$ cat config.mk
export PLATFORM = sky130hd
export DESIGN_NAME = uart_digit_display
export DESIGN_NICKNAME = d
export VERILOG_FILES = /design/src/rtl/uart_digit_pkg.sv /design/src/rtl/rx_line_sync.sv /design/src/rtl/rx_frame_fsm.sv /design/src/rtl/seg_latch.sv /design/src/rtl/uart_digit_display.sv
export SDC_FILE = /design/constraint.sdc
export NUM_CORES = 1
export LEC_CHECK = 0
export ABC_CLOCK_PERIOD_IN_PS = 5900
export BUFFER_PORTS_ARGS = -buffer_cell sky130_fd_sc_hd__buf_2
export CAP_MARGIN = 30
export CORE_UTILIZATION = 65
export DETAILED_ROUTE_END_ITERATION = 8
export GPL_TIMING_DRIVEN = 0
export PLACE_DENSITY_LB_ADDON = 0.3
export SYNTH_ARGS = -nofsm -noshare
export SYNTH_HDL_FRONTEND = slang
export SYNTH_SLANG_ARGS = --single-unit
$ cat constraint.sdc
create_clock -name clk_i -period 5.9 [get_ports clk_i]
set_input_delay 0.59 -clock clk_i [delete_from_list [all_inputs] [get_ports clk_i]]
set_output_delay 0.59 -clock clk_i [all_outputs]
set_load 0.05 [all_outputs]
$ cat src/rtl/uart_digit_pkg.sv
package uart_digit_pkg;

  typedef enum logic [1:0] {
    RX_IDLE  = 2'd0,
    RX_START = 2'd1,
    RX_DATA  = 2'd2,
    RX_STOP  = 2'd3
  } rx_state_e;

  localparam logic [6:0] SEG_BLANK = 7'b1111111;

  function automatic logic is_digit(input logic [7:0] b);
    return (b >= 8'h30) && (b <= 8'h39);
  endfunction

  // active-low pattern for a digit value 0..9
  function automatic logic [6:0] digit_seg(input logic [3:0] d);
    logic [6:0] s;
    case (d)
      4'd0:    s = 7'b0000001;
      4'd1:    s = 7'b0111101;
      4'd2:    s = 7'b0010010;
      4'd3:    s = 7'b0011000;
      4'd4:    s = 7'b0101100;
      4'd5:    s = 7'b1001000;
      4'd6:    s = 7'b1000000;
      4'd7:    s = 7'b0011101;
      4'd8:    s = 7'b0000000;
      4'd9:    s = 7'b0001000;
      default: s = SEG_BLANK;
    endcase
    return s;
  endfunction

  function automatic logic seg_legal(input logic [6:0] s);
    logic ok;
    ok = (s == SEG_BLANK);
    for (int i = 0; i < 10; i++) begin
      if (s == digit_seg(4'(i))) ok = 1'b1;
    end
    return ok;
  endfunction

endpackage

$ cat src/rtl/rx_line_sync.sv
module rx_line_sync #(
  parameter int STAGES = 2
) (
  input  logic clk_i,
  input  logic rst_ni,
  input  logic rx_i,
  output logic rx_s_o,
  output logic fall_o
);
  logic [STAGES-1:0] sr_q;
  logic              prev_q;

  always_ff @(posedge clk_i or negedge rst_ni) begin
    if (!rst_ni) begin
      sr_q   <= '1;
      prev_q <= 1'b1;
    end else begin
      sr_q   <= {sr_q[STAGES-2:0], rx_i};
      prev_q <= sr_q[STAGES-1];
    end
  end

  assign rx_s_o = sr_q[STAGES-1];
  assign fall_o = prev_q & ~sr_q[STAGES-1];
endmodule

$ cat src/rtl/rx_frame_fsm.sv
module rx_frame_fsm
  import uart_digit_pkg::*;
#(
  parameter int BIT_CYC = 3437,
  parameter int DATA_W  = 8
) (
  input  logic              clk_i,
  input  logic              rst_ni,
  input  logic              rx_s_i,
  input  logic              fall_i,
  output logic              stb_o,
  output logic [DATA_W-1:0] data_o,
  output logic              stop_ph_o
);
  localparam int HALF_CYC = BIT_CYC / 2;
  localparam int CNT_W    = $clog2(BIT_CYC + 1);
  localparam int IDX_W    = $clog2(DATA_W);

  rx_state_e         st_q;
  logic [CNT_W-1:0]  cnt_q;
  logic [IDX_W-1:0]  idx_q;
  logic [DATA_W-1:0] sh_q;
  logic              stb_q;
  logic              tick;

  assign tick = (cnt_q == '0);

  always_ff @(posedge clk_i or negedge rst_ni) begin
    if (!rst_ni) begin
      st_q  <= RX_IDLE;
      cnt_q <= '0;
      idx_q <= '0;
      sh_q  <= '0;
      stb_q <= 1'b0;
    end else begin
      stb_q <= 1'b0;
      case (st_q)
        RX_IDLE: begin
          if (fall_i) begin
            cnt_q <= CNT_W'(HALF_CYC - 1);
            st_q  <= RX_START;
          end
        end
        RX_START: begin
          if (!tick) cnt_q <= cnt_q - 1'b1;
          else if (!rx_s_i) begin
            cnt_q <= CNT_W'(BIT_CYC - 1);
            idx_q <= '0;
            st_q  <= RX_DATA;
          end else st_q <= RX_IDLE;  // false start
        end
        RX_DATA: begin
          if (!tick) cnt_q <= cnt_q - 1'b1;
          else begin
            sh_q  <= {rx_s_i, sh_q[DATA_W-1:1]};  // lsb first
            cnt_q <= CNT_W'(BIT_CYC - 1);
            if (idx_q == IDX_W'(DATA_W - 1)) st_q <= RX_STOP;
            else idx_q <= idx_q + 1'b1;
          end
        end
        RX_STOP: begin
          if (!tick) cnt_q <= cnt_q - 1'b1;
          else begin
            stb_q <= rx_s_i;  // low stop bit drops the byte
            st_q  <= RX_IDLE;
          end
        end
        default: st_q <= RX_IDLE;
      endcase
    end
  end

  assign stb_o     = stb_q;
  assign data_o    = sh_q;
  assign stop_ph_o = (st_q == RX_STOP) & tick;
endmodule

$ cat src/rtl/seg_latch.sv
module seg_latch
  import uart_digit_pkg::*;
(
  input  logic       clk_i,
  input  logic       rst_ni,
  input  logic       stb_i,
  input  logic [7:0] data_i,
  output logic [6:0] seg_o,
  output logic       valid_o
);
  logic [6:0] seg_q;
  logic       vld_q;

  always_ff @(posedge clk_i or negedge rst_ni) begin
    if (!rst_ni) begin
      seg_q <= SEG_BLANK;
      vld_q <= 1'b0;
    end else begin
      vld_q <= stb_i;
      if (stb_i && is_digit(data_i)) seg_q <= digit_seg(data_i[3:0]);
    end
  end

  assign seg_o   = seg_q;
  assign valid_o = vld_q;
endmodule

$ cat src/rtl/uart_digit_display.sv
module uart_digit_display #(
  parameter int CLK_HZ = 33_000_000,
  parameter int BAUD   = 9600
) (
  input  logic       clk_i,
  input  logic       rst_ni,
  input  logic       rx_i,
  output logic [6:0] seg_o,
  output logic       valid_o
);
  localparam int BIT_CYC = CLK_HZ / BAUD;

  logic       rx_s, fall, byte_stb, stop_ph;
  logic [7:0] byte_d;

  rx_line_sync #(.STAGES(2)) u_sync (
    .clk_i (clk_i),
    .rst_ni(rst_ni),
    .rx_i  (rx_i),
    .rx_s_o(rx_s),
    .fall_o(fall)
  );

  rx_frame_fsm #(.BIT_CYC(BIT_CYC), .DATA_W(8)) u_fsm (
    .clk_i    (clk_i),
    .rst_ni   (rst_ni),
    .rx_s_i   (rx_s),
    .fall_i   (fall),
    .stb_o    (byte_stb),
    .data_o   (byte_d),
    .stop_ph_o(stop_ph)
  );

  seg_latch u_seg (
    .clk_i  (clk_i),
    .rst_ni (rst_ni),
    .stb_i  (byte_stb),
    .data_i (byte_d),
    .seg_o  (seg_o),
    .valid_o(valid_o)
  );
endmodule

After elaboration in Yosys (flattened, before gate mapping):

Memory sizes are Yosys's and may differ from the RTL's. A register that Yosys moved wholly into a read port is not among the register bits.
Index checks and enable logic that the tools add are counted.

* memories: 1
* input port bits: 3
* output and inout port bits: 8
* bits in read-only memories: 112
* register bits: 30

Memories
* (name not given): words 16, bits a word 7, read ports 1, clocked after memory_dff 1, write ports 0, RTL line uart_digit_pkg.sv:19 `case (d)`

* multiplexer cells: 20
* add/sub/neg operators: 2
* reduce and logical (&&, ||, !) cells: 10
* order comparisons: 2
* bitwise gates (word level): 2
* eq/ne operators: 13

Operators by type and width (number)
* $mux W12: 5
* $pmux W12 S4: 1
* $logic_not A12 Y1: 1
* $mux W2: 6
* $mux W3: 4
* $sub A12 B1 Y12 const B: 1
* $reduce_and A5 Y1: 2
* $ge A8 B6 Y1 const B: 1
* $le A8 B6 Y1 const B: 1
* $ne A2 B1 Y1 const B: 4
* $ne A2 B2 Y1 const B: 4
* $pmux W2 S4: 1
* $pmux W3 S2: 1
* $eq A2 B2 Y1 const B: 2
* $add A3 B1 Y3 const B: 1
* $eq A3 B3 Y1 const B: 1
* $ne A3 B3 Y1 const B: 1
* $reduce_and A3 Y1: 1
* $eq A2 B1 Y1 const B: 1
* $logic_and A1 B1 Y1: 2
* $logic_not A2 Y1: 1
* $mux W1: 2
* $reduce_and A2 Y1: 1
* $reduce_bool A2 Y1: 1
* 3 further kinds: 3

Longest topological paths before layout:

Gate-level depths: netlist of run 1.

* word-level depth: 4
* depth in mapped cells: 8
* mapped depth without buffers: 6

Hierarchy:

Synthesis of run 1 repeated with hierarchy kept, for this count alone.

* cells, all modules: 204
* area, all modules: 2108.3 sq um

Modules (own cells, without submodules)
* rx_frame_fsm: area an instance 1510.2 sq um, sequential area each 650.6 sq um, instances 1, cells each 150
* seg_latch: area an instance 505.5 sq um, sequential area each 209.0 sq um, instances 1, cells each 50
* rx_line_sync: area an instance 92.6 sq um, sequential area each 78.8 sq um, instances 1, cells each 4

Worst setup path after synthesis of run 1:

Ideal clock, no wire load.

* path kind: reg2reg
* start point: reg u_fsm.cnt_q[0]
* end point: reg u_fsm.idx_q[0]
* path slack: 4.058 ns
* cell stages (with the launch flop): 7
* data arrival time: 1.714 ns
* required time: 5.772 ns
* library setup time: 0.128 ns
* path buffers: 0
* cells stage by stage: dfrtp_1 -> inv_1 -> ha_1 -> nor3b_4 -> nand4_4 -> a211oi_4 -> mux2_1

* longest elaborated chain between the ends: 3
* elaborated cells on any way between the ends: 4

Ends and longest elaborated chain
* from (decl): RTL line rx_frame_fsm.sv:20 `logic [CNT_W-1:0] cnt_q;`
* from (signal assigned): RTL line rx_frame_fsm.sv:40 `cnt_q <= CNT_W'(HALF_CYC - 1);`
* from (signal assigned): RTL line rx_frame_fsm.sv:45 `if (!tick) cnt_q <= cnt_q - 1'b1;`
* from (signal assigned): RTL line rx_frame_fsm.sv:47 `cnt_q <= CNT_W'(BIT_CYC - 1);`
* $logic_not A12 Y1 *: RTL line rx_frame_fsm.sv:26 `assign tick = (cnt_q == '0);`
* $ne A2 B1 Y1 (no source line)
* $reduce_and A5 Y1 (no source line) *
* to (signal assigned): RTL line rx_frame_fsm.sv:58 `else idx_q <= idx_q + 1'b1;`
* to (decl): RTL line rx_frame_fsm.sv:21 `logic [IDX_W-1:0] idx_q;`

Every way passes the cells marked *; elsewhere a longest branch is shown, timed or not.
A chain may end at the register's enable or synchronous reset.

Final worst setup path of run 1:

* start point: reg u_fsm.st_q[0]
* end point: reg u_fsm.cnt_q[10]

* longest elaborated chain between the ends: 3
* elaborated cells on any way between the ends: 9

Ends and longest elaborated chain
* from (decl): RTL line rx_frame_fsm.sv:19 `rx_state_e st_q;`
* from (signal assigned): RTL line rx_frame_fsm.sv:30 `st_q <= RX_IDLE;`
* from (signal assigned): RTL line rx_frame_fsm.sv:41 `st_q <= RX_START;`
* from (signal assigned): RTL line rx_frame_fsm.sv:49 `st_q <= RX_DATA;`
* $eq A2 B1 Y1, or another cell as far along: RTL line rx_frame_fsm.sv:37 `case (st_q)`
* $ne A3 B3 Y1 (no source line) or $ne A2 B2 Y1 (tied branches)
* $reduce_and A3 Y1 (no source line)

Several ways; a longest one is shown, not always the timed one.

==> results of run 1 <==
metrics by stage:
stage               total power, µW  std cells  hold WS [ns]
finish                        994.3        269        0.3063
global route                   1054        269        0.3080
CTS                           979.3        269        0.3170
detailed placement            849.3        261        0.3535
global placement              827.4        261        0.3462
floorplan                     727.6        207        0.2944
worst max-delay path, stage by stage (launching register included):
cell       delay (ns)
dfrtp_1          0.43
inv_1            0.08
ha_1             0.29
clkbuf_1         0.20
nor2_1           0.38
nand2_1          0.23
a2111oi_0        0.44
a221oi_1         0.10
area by class of cell:
type | count | area (µm²)
sequential | 37 | 938.4
clock inverter | 3 | 17.52
multi-input combinational | 140 | 1122
buffer | 8 | 41.29
clock buffer | 5 | 37.54
tap | 44 | 55.05
fill | 205 | 783.3
timing repair buffer | 10 | 50.05
inverter | 22 | 82.58
power breakdown:
group,internal (µW),total [µW],leakage (µW),switching (µW)
Sequential,302,358,0.000461,55.3
Clock,44.9,131,0.0000310,86.5
Combinational,178,505,0.000574,327
Total,525,994,0.00107,469
synthesized netlist by cell type (2+ instances only):
cell | n | area [µm²]
a21o_1 | 3 | 22.52
o211ai_1 | 2 | 15.01
nand2b_1 | 6 | 37.54
a22oi_1 | 6 | 45.04
o2bb2ai_1 | 3 | 26.28
a21oi_1 | 11 | 55.05
inv_1 | 22 | 82.58
nand4_1 | 2 | 12.51
clkbuf_1 | 6 | 22.52
nor3_1 | 2 | 10.01
and4_1 | 2 | 17.52
nor2b_1 | 3 | 18.77
mux2_2 | 11 | 123.9
mux2i_1 | 7 | 70.07
a221oi_1 | 3 | 26.28
o22ai_1 | 3 | 18.77
o21ai_0 | 6 | 30.03
and3_1 | 2 | 12.51
dfrtp_1 | 27 | 675.7
nor2_1 | 12 | 45.04
nand2_1 | 6 | 22.52
o221ai_1 | 6 | 52.55
a2111oi_0 | 2 | 17.52
dfstp_2 | 10 | 262.8
a41oi_1 | 2 | 17.52
ha_1 | 13 | 162.7
nand3_1 | 2 | 10.01
a31oi_1 | 3 | 18.77
state kept, by name, summed over array words and instances, names as in the netlist, named ones only:
| register | flops |
|---|---|
| u_fsm.cnt_q | 12 |
| u_fsm.data_o | 8 |
| u_fsm.idx_q | 3 |
| u_fsm.st_q | 1 |
| u_fsm.stb_o | 1 |
| u_seg.seg_o | 7 |
| u_seg.valid_o | 1 |
| u_sync.prev_q | 1 |
| u_sync.sr_q | 2 |
kinds of logic (layout without fill, tap and decap cells):
logic type      count (synthesis)  count (layout)  share of synthesized area, %
flops                          37              37                         42.96
buf+inv                        30              48                         5.670
fa+ha+maj                      13              13                         7.446
xor+xnor                        1               1                        0.4010
mux                            19              19                         9.393
compound gates                 61              61                         20.79
simple gates                   46              46                         13.35
routing by layer:
layer  wire length, µm  vias up
li1                  -      802
met1              1863      821
met2              2251       81
met3               314        8
met4                80        0
met5                 0        -
worst max-delay path by stage:
stage,cells past startpoint,startpoint,endpoint
after floorplan,6,u_fsm.cnt_q[0],u_fsm.idx_q[0]
after global placement,7,u_fsm.st_q[0],u_fsm.cnt_q[10]
after detailed placement,7,u_fsm.st_q[0],u_fsm.cnt_q[10]
after CTS,7,u_fsm.st_q[0],u_fsm.cnt_q[10]
after global routing,7,u_fsm.st_q[0],u_fsm.cnt_q[10]
final,7,u_fsm.st_q[0],u_fsm.cnt_q[10]
==> results by group, run 1 <==
Finish
  • Nets: 240
  • Final Cell Area: 2345 µm²
  • Most frequent cells in the layout: 27 x dfrtp_1, 22 x inv_1, 13 x ha_1, 12 x nor2_1
  • Area Growth Syn to Fin: 7.331%
  • Most common cell after layout, fill and taps aside: dfrtp_1
  • Antenna Cells: 0
  • Finished Core Util: 74.96%
  • Share of cells above drive strength 1: 22.67%

STA
  • RSZ-0062 raised after global routing: false
  • Number of max-slew violations in the final report: 0
  • Worst clock skew: 0.007993 ns
  • Slew @ Worst Pin: 0.9189 ns
  • Setup TNS: 0 ns
  • Slew headroom: 38.61%
  • Fin crit period: 2.280 ns
  • Final Setup Violations: 0
  • Fin. Hold Viols: 0
  • Fmax: 438.6 MHz
  • Period utilization: 38.64%
  • Setup WS post-layout: 3.620 ns

Floorplanning
  • Io pins: 11
  • DIE WIDTH: 59.98 µm
  • Initial Util: 69.84%
  • Die Area: 3597 µm²
  • Row Count: 20
  • Core area: 3128 µm²
  • Die span in y: 59.98 µm

Route
  • DR iter-0 viols: 151
  • Final antenna-violating net count: 0
  • Vias per cell: 6.364
  • Post-Route WL: 4509 µm
  • DRC viols: 0
  • DRT Pass-1 Iters: 5
  • Average wire per standard cell: 16.76 µm
  • Via Count: 1712

Setup path
  • Crit Path Class: register to register
  • R2r startpoint: u_fsm.st_q[0]
  • Crit Path Max Fanout: 8
  • Depth of the most critical reg-to-reg path: 7
  • CP required: 6.12 ns
  • RR Endpoint: u_fsm.cnt_q[10]
  • Worst R2R Setup Slack: 3.62 ns
  • CP Launch Type: register
  • WP data arrival: 2.50 ns
  • CP Capture Type: register

Placement
  • Setup WS pre-CTS: 3.685 ns
  • RePlAce Congestion: 0.9012
  • Port Buf Inserts: 10
  • HPWL Detailed: 3238 µm
  • Post-DP Area: 2290 µm²

Synthesis
  • Post-synthesis register bit count: 37
  • Async set or reset register ratio after synthesis: 100.0%
  • Ys Warns: 0
  • Number of synthesized flops with an enable pin: 0
  • Cells after Synth: 207
  • Syn_area_per_cell: 10.55 µm²
  • Top FF cell, synth: dfrtp_1
  • Sequential area share after synthesis: 42.96%
  • Mapped cell area: 2185 µm²
  • Synth unique cells: 52
  • Syn nets: 223

Global route
  • Largest net degree at the start of global routing: 38
  • Initial antenna violation count: 0
  • Met3 Use GR: 7.792%
  • Number of global-route vias before repair: 1612
  • GRT Overall Usage: 27.61%
  • Met2 GRT Util: 46.35%
  • Met1 Resource Use GR: 31.97%
  • Total grt overflow: 0
  • Global-route wire length before repair: 7127 µm
  • Gr busiest metal: met2

Hold path
  • Hold crit path type: primary input to asynchronous set/reset pin

Clock tree
  • TritonCTS clock tree: built
  • Postcts setup bufs: 0
  • Clock sinks: 37
  • Post-CTS resize count: 0
  • CTS hold repair buffers: 0
  • H-Tree Depth: 2
  • Reg clk slew, reported paths: 0.11 ns
  • Clock Tree Root: clkbuf_4
  • Max clock buf depth: 2
  • CTS Buf Count: 5
  • Clk Latency, worst-skew pair: 0.36 ns

Pwr
  • VDD IR max: 228.7 µV
  • Power Dens Cells: 424.1 nW/µm²
  • LEAKAGE: 0.001066 µW

Job
  • Maxcap violations: 0

Run status
  • Outcome: complete, no violations
Note: power is estimated with default switching activity, not from simulation.
==> run 2, diff against run 1 <==
--- a/config.mk
+++ b/config.mk
@@ -5,10 +5,10 @@
 export SDC_FILE = /design/constraint.sdc
 export NUM_CORES = 1
 export LEC_CHECK = 0
-export ABC_CLOCK_PERIOD_IN_PS = 5900
+export ABC_CLOCK_PERIOD_IN_PS = 2000
 export BUFFER_PORTS_ARGS = -buffer_cell sky130_fd_sc_hd__buf_2
 export CAP_MARGIN = 30
-export CORE_UTILIZATION = 65
+export CORE_UTILIZATION = 55
 export DETAILED_ROUTE_END_ITERATION = 8
 export GPL_TIMING_DRIVEN = 0
 export PLACE_DENSITY_LB_ADDON = 0.3
==> constraint.sdc (replaced) <==
create_clock -name clk_i -period 2 [get_ports clk_i]
set_input_delay 0.2 -clock clk_i [delete_from_list [all_inputs] [get_ports clk_i]]
set_output_delay 0.2 -clock clk_i [all_outputs]
set_load 0.05 [all_outputs]
==> results by group, run 2 (synthesis results as in run 1) <==
Route
  • DR iter-0 viols: 81 (was 151)
  • Vias per cell: 5.979 (was 6.364)
  • Post-Route WL: 4676 µm (was 4509 µm)
  • Final antenna-violating net count: 0 (unchanged)
  • DRC viols: 0 (unchanged)
  • DRT Pass-1 Iters: 4 (was 5)
  • Via Count: 1698 (was 1712)
  • Average wire per standard cell: 16.46 µm (was 16.76 µm)

Setup path
  • Crit path max-delay family: compound AO/OA/AOI/OAI gates (was simple AND/OR/NAND/NOR gates)
  • CP Buf/Inv Count: 1 (was 2)
  • Crit path max-delay cell type: dfrtp_1 (was a2111oi_0)
  • Crit Path Max Fanout: 10 (was 8)
  • Crit Path Class: register to register (unchanged)
  • CP Launch Type: register (unchanged)
  • CP required: 2.18 ns (was 6.12 ns)
  • Slowest stage delay, CP: 0.42 ns (was 0.44 ns)
  • Cells along the critical path: ha_1, clkbuf_2, a21oi_2, o21ai_1, a221oi_1 (was inv_1, ha_1, clkbuf_1, nor2_1, nand2_1, a2111oi_0, a221oi_1)
  • WP data arrival: 2.07 ns (was 2.50 ns)
  • CP Capture Type: register (unchanged)

Placement
  • RePlAce Congestion: 0.9683 (was 0.9012)
  • HPWL Detailed: 3141 µm (was 3238 µm)
  • Placed Cells: 265 (was 261)
  • Setup WS pre-CTS: -0.2937 ns (was 3.685 ns)
  • Port Buf Inserts: 10 (unchanged)

STA
  • Fin crit period: 1.895 ns (was 2.280 ns)
  • Final Setup Violations: 0 (unchanged)
  • Number of max-slew violations in the final report: 0 (unchanged)
  • Setup WS post-layout: 0.1050 ns (was 3.620 ns)
  • Slew @ Worst Pin: 0.7907 ns (was 0.9189 ns)
  • Worst clock skew: 0.01396 ns (was 0.007993 ns)
  • Period utilization: 94.75% (was 38.64%)
  • Slew headroom: 47.29% (was 38.61%)
  • Fmax: 527.7 MHz (was 438.6 MHz)
  • Hold WS: -0.02564 ns (was 0.3063 ns)
  • Fin. Hold Viols: 19 (was 0)

Global route
  • Total grt overflow: 0 (unchanged)
  • Initial antenna violation count: 0 (unchanged)
  • GRT Overall Usage: 24.70% (was 27.61%)
  • Largest net degree at the start of global routing: 38 (unchanged)
  • Global-route wire length before repair: 7810 µm (was 7127 µm)
  • Number of global-route vias before repair: 1721 (was 1612)

Finish
  • Most common cell after layout, fill and taps aside: dfrtp_1 (unchanged)
  • Finished Core Util: 68.05% (was 74.96%)
  • Biggest register: u_fsm.cnt_q (unchanged)
  • Max FFs per register: 12 (unchanged)
  • Nets: 251 (was 240)
  • Final cell count without fillers: 284 (was 269)
  • Share of cells above drive strength 1: 32.20% (was 22.67%)
  • Area Growth Syn to Fin: 16.61% (was 7.331%)
  • FILL cells: 279 (was 205)
  • Antenna Cells: 0 (unchanged)
  • Most frequent cells in the layout: 27 x dfrtp_1, 20 x inv_1, 12 x buf_4, 12 x ha_1, 11 x mux2_2 (was 27 x dfrtp_1, 22 x inv_1, 13 x ha_1, 12 x nor2_1)

Floorplanning
  • Core area: 3744 µm² (was 3128 µm²)
  • Die Area: 4228 µm² (was 3597 µm²)
  • Die span in y: 65.03 µm (was 59.98 µm)
  • Io pins: 11 (unchanged)
  • Initial Util: 58.36% (was 69.84%)
  • DIE WIDTH: 65.03 µm (was 59.98 µm)
  • Row Count: 22 (was 20)

Pwr
  • Flop pwr share: 31.9% (was 36.0%)
  • Comb pwr share: 52.5% (was 50.8%)
  • Total chip power: 3377 µW (was 994.3 µW)
  • Sw Share: 44.80% (was 47.18%)
  • VDD IR max: 805.5 µV (was 228.7 µV)
  • LEAKAGE: 0.001161 µW (was 0.001066 µW)
  • Int Power: 1864 µW (was 525.2 µW)
  • Net Switching: 1513 µW (was 469.1 µW)
  • Power Dens Cells: 1326 nW/µm² (was 424.1 nW/µm²)
  • Power share of the clock group: 15.6% (was 13.2%)

Clock tree
  • Reg clk slew, reported paths: 0.08 ns (was 0.11 ns)
  • Max clock buf depth: 2 (unchanged)
  • Clock sinks: 37 (unchanged)
  • H-Tree Depth: 2 (unchanged)
  • Clock Tree Root: clkbuf_8 (was clkbuf_4)
  • TritonCTS clock tree: built (unchanged)
  • Clk Latency, worst-skew pair: 0.30 ns (was 0.36 ns)
  • CTS Buf Count: 5 (unchanged)

Run status
  • Failing checks: hold timing
  • Outcome: finished with violations (was complete, no violations)

Job
  • Maxcap violations: 0 (unchanged)

Hold path
  • Hold crit path type: primary input to asynchronous set/reset pin (unchanged)
## run 2: cell types whose count changed in the layout (fill, tap and decap cells not counted), moves of 4 or more
cell      change
clkbuf_1      -4
buf_4        +11
clkbuf_4      -5
clkbuf_8      +5
## run 2: cell type report
class / count / area, µm² / area share [%]
Multi-Input combinational cell: 141 / 1190 / 46.71
Timing Repair Buffer: 23 / 153.9 / 6.041
Clock buffer: 5 / 68.82 / 2.701
Clock inverter: 3 / 22.52 / 0.8841
Sequential cell: 37 / 938.4 / 36.84
Buffer: 5 / 31.28 / 1.228
Tap cell: 48 / 60.06 / 2.358
Inverter: 22 / 82.58 / 3.242
## run 2: metal layers
metal,wire (µm),track usage [%],vias to the layer above
met2,2309,42.19,53
met3,248,4.754,13
li1,-,-,818
met1,2039,31.02,814
met4,78,8.696,0
met5,0,0,-
## run 2: power by group through the flow
stage / registers [µW] / clock network (µW) / logic (µW)
5_1_grt: 1100 / 556 / 1970
3_5_place_dp: 1070 / 0 / 1430
6_report: 1080 / 527 / 1770
4_1_cts: 1060 / 536 / 1520
3_3_place_gp: 1060 / 0 / 1400
2_1_floorplan: 1030 / 0 / 1120
## run 2: worst reg2reg max path, delay by kind of cell (launching register included)
kind                       cells  cell delay (ns)
adders and majority gates      1             0.27
buffers and inverters          1             0.21
AOI/OAI and AO/OA              3             0.89
DFF                            1             0.42
## run 2: through the flow
step | setup TNS [ns] | instance area [µm²]
final | 0 | 2547
after global routing | -0.02113 | 2547
after CTS | 0 | 2434
after detailed placement | -0.8037 | 2295
after global placement | -0.4396 | 2295
after floorplan | 0 | 2185
## run 2: path summary, 6_finish.rpt
path	start	end	slack (ns)	depth (start not counted)
setup / recovery	u_fsm.st_q[0]	u_fsm.cnt_q[10]	0.11	5
max in group asynchronous	rst_ni	u_fsm.cnt_q[2]	1.51	1
hold reg to reg	u_sync.sr_q[0]	u_sync.sr_q[1]	0.36	0
setup reg to reg	u_fsm.st_q[0]	u_fsm.cnt_q[10]	0.11	5
min in group clk_i	u_sync.sr_q[0]	u_sync.sr_q[1]	0.36	0
hold / removal	rst_ni	u_fsm.data_o[0]	-0.03	1
## run 2: timing repair
action                                 4_1_cts  5_1_grt
gates resized for setup                      8       13
endpoints found under the hold margin        1        0
setup buffers                                3        9
gates cloned                                 0        1
hold buffers                                 1        0
pin swaps                                    1        2
setup endpoints to repair                   10       24
==> run 3, diff against run 2 <==
--- a/config.mk
+++ b/config.mk
@@ -6,10 +6,11 @@
 export NUM_CORES = 1
 export LEC_CHECK = 0
 export ABC_CLOCK_PERIOD_IN_PS = 2000
-export BUFFER_PORTS_ARGS = -buffer_cell sky130_fd_sc_hd__buf_2
+export BUFFER_PORTS_ARGS = -buffer_cell sky130_fd_sc_hd__clkbuf_2
 export CAP_MARGIN = 30
 export CORE_UTILIZATION = 55
 export DETAILED_ROUTE_END_ITERATION = 8
+export GPL_ROUTABILITY_DRIVEN = 0
 export GPL_TIMING_DRIVEN = 0
 export PLACE_DENSITY_LB_ADDON = 0.3
 export SYNTH_ARGS = -nofsm -noshare
==> results by group, run 3 (synthesis results as in run 1) <==
Pwr
  • VDD IR max: 1015 µV (was 805.5 µV)
  • Power Dens Cells: 1292 nW/µm² (was 1326 nW/µm²)
  • LEAKAGE: 0.001143 µW (was 0.001161 µW)

Finish
  • Area Growth Syn to Fin: 15.46% (was 16.61%)
  • Max FFs per register: 12 (unchanged)
  • Share of cells above drive strength 1: 30.17% (was 32.20%)
  • Antenna Cells: 0 (unchanged)
  • Most frequent cells in the layout: 27 x dfrtp_1, 20 x inv_1, 13 x ha_1, 12 x clkbuf_2 (was 27 x dfrtp_1, 20 x inv_1, 12 x buf_4, 12 x ha_1, 11 x mux2_2)
  • Nets: 247 (was 251)
  • Biggest register: u_fsm.cnt_q (unchanged)
  • Most common cell after layout, fill and taps aside: dfrtp_1 (unchanged)

Clock tree
  • Clk Latency, worst-skew pair: 0.29 ns (was 0.30 ns)
  • Reg clk slew, reported paths: 0.08 ns (about the same)
  • TritonCTS clock tree: built (unchanged)
  • Max clock buf depth: 2 (unchanged)
  • Clock Tree Root: clkbuf_8 (unchanged)
  • CTS Buf Count: 5 (unchanged)
  • H-Tree Depth: 2 (unchanged)
  • Clock sinks: 37 (unchanged)

Route
  • Average wire per standard cell: 16.55 µm (was 16.46 µm)
  • Final antenna-violating net count: 0 (unchanged)
  • DRC viols: 0 (unchanged)
  • Vias per cell: 6.125 (was 5.979)
  • DRT Pass-1 Iters: 4 (unchanged)
  • Post-Route WL: 4635 µm (was 4676 µm)
  • DR iter-0 viols: 149 (was 81)
  • Via Count: 1715 (was 1698)

Floorplanning
  • DIE WIDTH: 65.03 µm (unchanged)
  • Row Count: 22 (unchanged)
  • Die Area: 4228 µm² (unchanged)
  • Die span in y: 65.03 µm (unchanged)
  • Core area: 3744 µm² (unchanged)
  • Io pins: 11 (unchanged)
  • Initial Util: 58.36% (unchanged)

STA
  • Number of max-slew violations in the final report: 0 (unchanged)
  • Worst clock skew: 0.008578 ns (was 0.01396 ns)
  • Setup WS post-layout: 0.05426 ns (was 0.1050 ns)
  • RSZ-0062 raised after global routing: true
  • Fin crit period: 1.946 ns (was 1.895 ns)
  • Final Setup Violations: 0 (unchanged)
  • Slew headroom: 41.11% (was 47.29%)
  • Fin. Hold Viols: 0 (was 19)
  • Slew @ Worst Pin: 0.8833 ns (was 0.7907 ns)
  • Period utilization: 97.29% (was 94.75%)
  • Setup TNS: 0 ns (unchanged)
  • Hold WS: 0.009382 ns (was -0.02564 ns)
  • Fmax: 513.9 MHz (was 527.7 MHz)

Global route
  • Initial antenna violation count: 0 (unchanged)
  • GRT Overall Usage: 24.55% (was 24.70%)
  • Largest net degree at the start of global routing: 38 (unchanged)
  • Global-route wire length before repair: 7741 µm (was 7810 µm)
  • Number of global-route vias before repair: 1664 (was 1721)
  • Total grt overflow: 0 (unchanged)

Setup path
  • CP Launch Type: register (unchanged)
  • Crit path max-delay cell type: ha_1 (was dfrtp_1)
  • WP data arrival: 2.10 ns (was 2.07 ns)
  • Cells along the critical path: inv_1, ha_1, nor2_4, nand2_1, a2111oi_2, a221oi_2 (was ha_1, clkbuf_2, a21oi_2, o21ai_1, a221oi_1)
  • CP Capture Type: register (unchanged)
  • Depth of the most critical reg-to-reg path: 6 (was 5)
  • Slowest stage delay, CP: 0.45 ns (was 0.42 ns)
  • Worst R2R Setup Slack: 0.05 ns (was 0.11 ns)
  • Crit Path Class: register to register (unchanged)
  • R2r startpoint: u_fsm.st_q[0] (unchanged)
  • Crit Path Max Fanout: 8 (was 10)
  • RR Endpoint: u_fsm.cnt_q[10] (unchanged)
  • CP required: 2.16 ns (was 2.18 ns)

Placement
  • Port Buf Inserts: 10 (unchanged)
  • Setup WS pre-CTS: -0.2098 ns (was -0.2937 ns)
  • HPWL Detailed: 3015 µm (was 3141 µm)

Job
  • Maxcap violations: 0 (unchanged)

Hold path
  • Hold crit path type: primary input to asynchronous set/reset pin (unchanged)

Run status
  • Outcome: complete, no violations (was finished with violations)
-- run 3: cell count changes in the layout (fill, tap and decap cells not counted), moves of 2 or more --
cell        before  now
clkinv_4         2    0
buf_2           10    0
buf_4           12    7
clkinvlp_4       0    2
clkbuf_2         1   12
-- run 3: power breakdown --
group	switching (µW)	internal, µW
logic	1050	631
registers	167	893
clock network	276	245
-- run 3: worst max-delay path by stage --
stage                         from         endpoint  depth (start not counted)  slack, ns
finish               u_fsm.st_q[0]  u_fsm.cnt_q[10]                          6       0.05
global placement     u_fsm.st_q[0]  u_fsm.cnt_q[10]                          7      -0.14
detailed placement   u_fsm.st_q[0]  u_fsm.cnt_q[10]                          7      -0.21
CTS                 u_fsm.cnt_q[0]   u_fsm.idx_q[0]                          6       0.02
global route         u_fsm.st_q[0]   u_fsm.cnt_q[8]                          5      -0.06
floorplan           u_fsm.cnt_q[0]   u_fsm.idx_q[0]                          6       0.16
-- run 3: worst max-delay path, delay by kind of cell, from the launching register on --
family	cells	cell delay, ns
DFF	1	0.41
buffers and inverters	1	0.09
adders and majority gates	1	0.45
and+or+nand+nor	2	0.35
AOI/OAI and AO/OA	2	0.50
-- run 3: final cells by class --
class                      instances  area [µm²]
timing repair buffer              19       137.6
fill                             284        1221
clock buffer                       6       72.57
multi-input combinational        140        1172
tap                               48       60.06
buffer                             6       43.79
clock inverter                     2       15.01
sequential                        37       938.4
inverter                          22       82.58
-- run 3: repair_timing --
item / in CTS / in global routing
pin swaps: 1 / 3
gates cloned: 0 / 1
hold buffers: 1 / 0
resized for setup: 6 / 17
buffers inserted: 1 / 6
setup endpoints to repair: 9 / 21
hold endpoints to repair: 1 / 0
-- run 3: per-layer routing --
layer / wire length [µm] / GRT usage, % / part of all wire [%] / vias up
li1: - / - / - / 811
met1: 2098 / 31.45 / 45 / 841
met2: 2272 / 41.02 / 49 / 57
met3: 210 / 5.282 / 4.5 / 6
met4: 54 / 8.152 / 1.2 / 0
met5: 0 / 0 / 0 / -
-- run 3: metrics by stage --
stage | instances | cell area [µm²] | power, µW | utilization (%)
CTS | 273 | 2409 | 3060 | 64.34
global route | 280 | 2522 | 3486 | 67.38
detailed placement | 265 | 2295 | 2485 | 61.30
finish | 280 | 2522 | 3259 | 67.38
global placement | 265 | 2295 | 2456 | 61.30
floorplan | 207 | 2185 | 2146 | -
